<file path="src/rtl/msr_pkg.sv">
package msr_pkg;
    localparam int NLINES = 4;
    localparam int MCR_W  = 5;
    localparam int REG_W  = 2 * NLINES;

    typedef struct packed {
        logic dcd;
        logic ri;
        logic dsr;
        logic cts;
    } modem_lines_t;

    localparam modem_lines_t LINES_RST = '{dcd: 1'b1, ri: 1'b0, dsr: 1'b1, cts: 1'b1};

    // change flags between old and new samples; ring flags only on a 1->0 edge
    function automatic modem_lines_t change_flags(modem_lines_t nw, modem_lines_t old);
        modem_lines_t f;
        f     = nw ^ old;
        f.ri  = old.ri & ~nw.ri;
        return f;
    endfunction

    // control outputs as seen through the status register in loop mode
    function automatic logic [REG_W-1:0] loop_view(logic [MCR_W-1:0] mcr);
        logic [REG_W-1:0] v;
        v      = '0;
        v[7:6] = mcr[3:2];
        v[5]   = mcr[0];
        v[4]   = mcr[1];
        return v;
    endfunction
endpackage

</file>
<file path="src/rtl/msr_sync.sv">
module msr_sync #(
    parameter int              W       = 4,
    parameter int              STAGES  = 2,
    parameter logic [W-1:0]    RST_VAL = '0
) (
    input  logic         clk,
    input  logic         rst,
    input  logic [W-1:0] async_i,
    output logic [W-1:0] sync_o
);
    logic [W-1:0] stage_q [STAGES];

    generate
        for (genvar g = 0; g < STAGES; g++) begin : g_stage
            if (g == 0) begin : g_first
                always_ff @(posedge clk) begin
                    if (rst) stage_q[g] <= RST_VAL;
                    else     stage_q[g] <= async_i;
                end
            end else begin : g_next
                always_ff @(posedge clk) begin
                    if (rst) stage_q[g] <= RST_VAL;
                    else     stage_q[g] <= stage_q[g-1];
                end
            end
        end
    endgenerate

    assign sync_o = stage_q[STAGES-1];
endmodule

</file>
<file path="src/rtl/msr_delta.sv">
module msr_delta
    import msr_pkg::*;
(
    input  logic         clk,
    input  logic         rst,
    input  modem_lines_t smp_i,
    input  logic         clr_i,
    output modem_lines_t lines_o,
    output modem_lines_t delta_o
);
    modem_lines_t lines_q, delta_q, delta_d;

    always_comb begin
        delta_d = clr_i ? '0 : delta_q;
        delta_d = delta_d | change_flags(smp_i, lines_q);
    end

    always_ff @(posedge clk) begin
        if (rst) begin
            lines_q <= LINES_RST;
            delta_q <= '0;
        end else begin
            lines_q <= smp_i;
            delta_q <= delta_d;
        end
    end

    assign lines_o = lines_q;
    assign delta_o = delta_q;

    assert_ring_fall_R4: assert property (@(posedge clk) disable iff (rst)
        $rose(delta_q.ri) |-> ($past(lines_q.ri) && !lines_q.ri));

    assert_cts_change_R3: assert property (@(posedge clk) disable iff (rst)
        $rose(delta_q.cts) |-> (lines_q.cts != $past(lines_q.cts)));

    assert_sticky_R5: assert property (@(posedge clk) disable iff (rst)
        !clr_i |=> ((delta_q & $past(delta_q)) == $past(delta_q)));

    assert_read_clear_R6: assert property (@(posedge clk) disable iff (rst)
        (clr_i && smp_i == lines_q) |=> (delta_q == '0));
endmodule

</file>
<file path="src/rtl/msr_readmux.sv">
module msr_readmux
    import msr_pkg::*;
(
    input  logic [MCR_W-1:0] mcr_i,
    input  modem_lines_t     lines_i,
    input  modem_lines_t     delta_i,
    output logic [REG_W-1:0] rd_data_o
);
    always_comb begin
        if (mcr_i[MCR_W-1]) rd_data_o = loop_view(mcr_i);
        else                rd_data_o = {lines_i, delta_i};
    end
endmodule

</file>
<file path="src/rtl/modem_status_unit.sv">
module modem_status_unit
    import msr_pkg::*;
(
    input  logic             clk,
    input  logic             rst,
    input  logic             line_cts_i,
    input  logic             line_dsr_i,
    input  logic             line_dcd_i,
    input  logic             line_ri_i,
    input  logic [MCR_W-1:0] mcr_i,
    input  logic             rd_i,
    output logic [REG_W-1:0] rd_data_o,
    output logic             pend_o
);
    modem_lines_t raw, smp, lines, delta;
    logic         loop_mode, rd_clr;

    assign raw       = '{dcd: line_dcd_i, ri: line_ri_i, dsr: line_dsr_i, cts: line_cts_i};
    assign loop_mode = mcr_i[MCR_W-1];
    assign rd_clr    = rd_i & ~loop_mode;

    msr_sync #(.W(NLINES), .STAGES(2), .RST_VAL(LINES_RST)) u_sync (
        .clk(clk), .rst(rst), .async_i(raw), .sync_o(smp)
    );

    msr_delta u_delta (
        .clk(clk), .rst(rst), .smp_i(smp), .clr_i(rd_clr),
        .lines_o(lines), .delta_o(delta)
    );

    msr_readmux u_mux (
        .mcr_i(mcr_i), .lines_i(lines), .delta_i(delta), .rd_data_o(rd_data_o)
    );

    assign pend_o = |delta;

    assert_pend_rise_R8: assert property (@(posedge clk) disable iff (rst)
        $rose(pend_o) |-> $past(smp != lines));

    assert_loop_low_R9: assert property (@(posedge clk) disable iff (rst)
        loop_mode |-> (rd_data_o[3:0] == 4'b0));

    assert_loop_keep_R9: assert property (@(posedge clk) disable iff (rst)
        (rd_i && loop_mode && pend_o) |=> pend_o);
endmodule

</file>
<file path="config.mk">
export PLATFORM = sky130hd
export DESIGN_NAME = modem_status_unit
export DESIGN_NICKNAME = d
export VERILOG_FILES = /design/src/rtl/msr_pkg.sv /design/src/rtl/msr_sync.sv /design/src/rtl/msr_delta.sv /design/src/rtl/msr_readmux.sv /design/src/rtl/modem_status_unit.sv
export SDC_FILE = /design/constraint.sdc
export NUM_CORES = 1
export LEC_CHECK = 0
export ABC_AREA = 1
export BUFFER_PORTS_ARGS = -buffer_cell sky130_fd_sc_hd__buf_2
export CAP_MARGIN = 10
export CORE_MARGIN = 2
export CORE_UTILIZATION = 45
export CTS_CLUSTER_DIAMETER = 60
export DETAILED_ROUTE_END_ITERATION = 10
export GPL_TIMING_DRIVEN = 0
export PLACE_DENSITY_LB_ADDON = 0.2
export SYNTH_ARGS = -nofsm -noshare
export SYNTH_HDL_FRONTEND = slang
export SYNTH_SLANG_ARGS = --single-unit
</file>
<file path="constraint.sdc">
create_clock -name clk -period 1.6 [get_ports clk]
set_input_delay 0.08 -clock clk [delete_from_list [all_inputs] [get_ports clk]]
set_output_delay 0.08 -clock clk [all_outputs]
set_load 0.01 [all_outputs]
</file>
* Word level (Yosys, flattened, before mapping)
Memories as Yosys holds them, arrays and structs flattened.
Cells that the tools add are included.
** Word-level totals
- Flip-flop bits (word level) :: 8
- Bits in writable memories :: 8
- Output and inout bits :: 9
- Word-level logic and storage cells :: 25
- Memories kept :: 1
** Memories
- u_sync.stage_q :: words 2, bits a word 4, read ports 2, clocked after memory_dff 0, wr ports 2, line msr_sync.sv:11 : logic [W-1:0] stage_q [STAGES];
** Operators by class
- Multiplexer cells :: 7
- Bitwise operators :: 8
- Reduce and logical (&&, ||, !) cells :: 1
** Operator list (count)
- $mux 4 :: 3
- $mux 8 :: 1
- $or 4x4->4 :: 1
- $reduce_or 4->1 :: 1
- $xor 4x4->4 :: 1
- $mux 1 :: 3
- $and 1x1->1 :: 2
- $not 1->1 :: 2
- $or 1x1->1 :: 2

* Longest topological paths before layout
- Depth in word-level cells :: 4
- Depth in mapped cells :: 4

* Hierarchy
From an unflattened synthesis, not the netlist that was laid out.
** Second synthesis, totals
- Cells, all modules :: 94
- Area total of the unflattened synthesis :: 625.6 µm²
** By module, submodules not included
- msr_delta :: instances 1, cells each 42, area each 292.8 µm², sequential area each 160.2 µm²
- msr_sync :: instances 1, cells each 25, area each 224.0 µm², sequential area each 160.2 µm²
- msr_readmux :: instances 1, cells each 22, area each 90.1 µm², sequential area each 0.0 µm²
- modem_status_unit :: instances 1, cells each 5, area each 18.8 µm², sequential area each 0.0 µm²

* Worst setup path after synthesis
No wires, ideal clock.
- Path kind :: register to output
- Start :: register u_delta.lines_q, in the netlist u_delta.lines_o[0]
- End :: output rd_data_o[4]
- Arrival time :: 0.622 ns
- Data required time :: 1.520 ns
- Slack :: 0.898 ns
- Stages on the path, launching flop included :: 3
- Path buffers :: 0
- Cell sequence :: dfxtp_1 inv_1 o21ai_0
** Between the ends
- Word-level cells in the longest chain between the ends :: 1
** Ends and longest elaborated chain
- start, declared :: line msr_delta.sv:11 : modem_lines_t lines_q, delta_q, delta_d;
- start signal, assigned :: line msr_delta.sv:23 : lines_q <= smp_i;
- $mux 8 :: line msr_readmux.sv:10 : if (mcr_i[MCR_W-1]) rd_data_o = loop_view(mcr_i);
- end, declared :: line modem_status_unit.sv:12 : output logic [REG_W-1:0] rd_data_o,
No other way between the ends.

* Worst setup path after layout
Ends and elaborated chain as after synthesis.

==> flow_summary.toml <==
[setup_path]
path_max_fanout = 2
path_delay_family = "flip-flops"
worstPathRequired_ns = 1.52
arrival_ns = 0.94
slowest_stage = "dfxtp_1"
rrSetupSlack_ns = 0.93
crit_chain = "inv_1 -> o21ai_0 -> buf_2"
crit_path_start_kind = "register"
cpPeakStageDelay_ns = 0.33
cp-end-kind = "output port"
crit_buf_inv = 2
path_class = "reg2out"

[clock_network]
clock_latency_ns = 0.28
htree_levels = 1
cts.reportedPaths.clkPinSlew_ns = 0.09
cts_buffers = 3
cts_tree = "built"
cts.sinks = 16
cts_setup_buffers = 0
cts_root_buf = "clkbuf_4"
cts_buffer_depth = 2

[sta]
finalCritPeriodShare = 0.6357
hold_viol = 0
fmax_mhz = 983.2
fin_tns_setup_ns = 0
period_needed_ns = 1.017
worstMarginPinSlew_ns = 0.1165
final_max_slew_viol_count = 0
fin_ws_ns = 0.5829
rsz0062_at_grt = "false"
setup_violations = 0
fin_skew_ns = 0.002824
maxSlewHeadroom = 0.9215

[global_route]
antenna_found_initial = 0
grt_first_pass_wirelength_mm = 1.442
use_met1 = 0.1107
busiest_layer = "met2"
grt_max_degree = 11
grt-ovfl-total = 0
grt.total_usage = 0.1487
grt_use_met2 = 0.2782
use_met3 = 0.05000
grt_pass1_vias = 423

[cells_and_area]
antennaDiodeCount = 0
area_growth_pct = 32.91
nNetsFinal = 119
drive_gt1_frac = 0.3019
final_common_cell = "nand2_1"
final_cell_mix = "23 x nand2_1, 20 x buf_2, 16 x dfxtp_1"
design_area_um2 = 788.3
stdcell_count = 121

[hold_path]
hold_path.class = "in2reg"

[floorplan]
die_area_mm2 = 0.001624
die_x_um = 40.31
num_rows = 13
ios = 21
die_y_um = 40.31
core_mm2 = 0.001269
start_util = 0.4675

[job]
cap_violations = 0

[pwr]
combPwrFrac = 0.117
swShare = 0.2210
p_clk_frac = 0.336
p_leak_nw = 0.4355
p_total_w = 0.0007712
seq_power_share = 0.547
ir_drop_mv = 0.5341
p_int_w = 0.0006008
power.switching_w = 0.0001704
power_density_mw_per_mm2 = 978.4

[placed_design]
post_dp_cell_area_um2 = 711.9
place_congestion = 0.5692
dpl_worst_slack_ns = 0.8908
dp_cells = 113
dp_hpwl_um = 696.6
numPortBuffers = 20

[outcome]
status = "complete, no violations"

[route]
drc_errors = 0
vias = 503
first_pass_iters = 2
drt_iter0_drc = 3
avgRoutedWirePerCell_um = 8.074
antenna_left = 0
drt_wl_total_um = 977
viasPerCell = 4.157

[yosys]
synth_top_cell_by_area = "dfxtp_1"
synth_fp_nets = 90
syn_area_um2 = 593.1
synth_area_leaders = "dfxtp_1 54%, nand2_1 15%, inv_1 8.9%"
synth_area_per_cell_um2 = 7.603
ys_warn_count = 0
yosys.area.top_type_share = 0.5401
yosysSeqAreaShare = 0.5401
synth_cell_types = 14
synthCells = 78
ys_seq_elements = 16
## logic make-up after synthesis
kind of cell / share of synthesized area
buf+inv: 0.1266
compound gates: 0.05907
flops: 0.5401
simple gates: 0.2743
## layer usage
metal / wire, um / vias to the layer above
met5: 0 / -
met4: 12 / 0
met3: 84 / 2
met2: 467 / 21
met1: 413 / 198
li1: - / 282
## what timing repair did
action | in CTS | in global routing
resized for setup | 0 | 0
hold endpoints to repair | 4 | 0
hold buffers | 4 | 0
## state kept, by name, summed over array words and instances (netlist names)
register,flops
u_sync.stage_q,8
u_delta.lines_o,4
u_delta.delta_o,4
## layout make-up
type | count | area (um2)
plain buffers | 2 | 18.77
clock buffers | 4 | 36.28
fillers | 128 | 480.5
inverters | 15 | 56.30
multi-input cells | 45 | 197.7
flip-flops and latches | 16 | 320.3
well taps | 15 | 18.77
repair buffers | 24 | 140.1
## path summary, 6_finish.rpt
path	from	end	depth (start not counted)
worst max-delay path	u_delta.lines_o[0]	rd_data_o[4]	3
worst min-delay path	rst	u_sync.stage_q[1][3]	2
worst max register to register	u_sync.stage_q[0][0]	u_sync.stage_q[1][0]	1
worst min register to register	u_sync.stage_q[0][1]	u_sync.stage_q[1][1]	1
## per-stage QoR
stage                     hold slack (ns)    util
after floorplan                    0.1771       -
after global placement             0.2568  0.5611
after detailed placement           0.2659  0.5611
after CTS                         0.03576  0.6213
after global routing              0.04331  0.6213
final                             0.04386  0.6213
## synthesized netlist by cell type
master   instances
buf_6            1
or2_1            2
nor2_1           7
nand2_2          1
inv_2            1
nand4_1          1
o21ai_1          2
o21ai_0          1
inv_1           14
nand2_1         23
buf_4            1
a21oi_1          4
or2_2            4
dfxtp_1         16
## power groups by stage
stage / Sequential, W / Combinational, W / Clock (W)
global placement: 0.000431 / 0.0000823 / 0
finish: 0.000422 / 0.0000901 / 0.000259
CTS: 0.000422 / 0.0000916 / 0.000269
detailed placement: 0.000431 / 0.0000841 / 0
floorplan: 0.000430 / 0.0000509 / 0
global route: 0.000424 / 0.000103 / 0.000288
No activity file was read; power rests on OpenSTA's default activity.
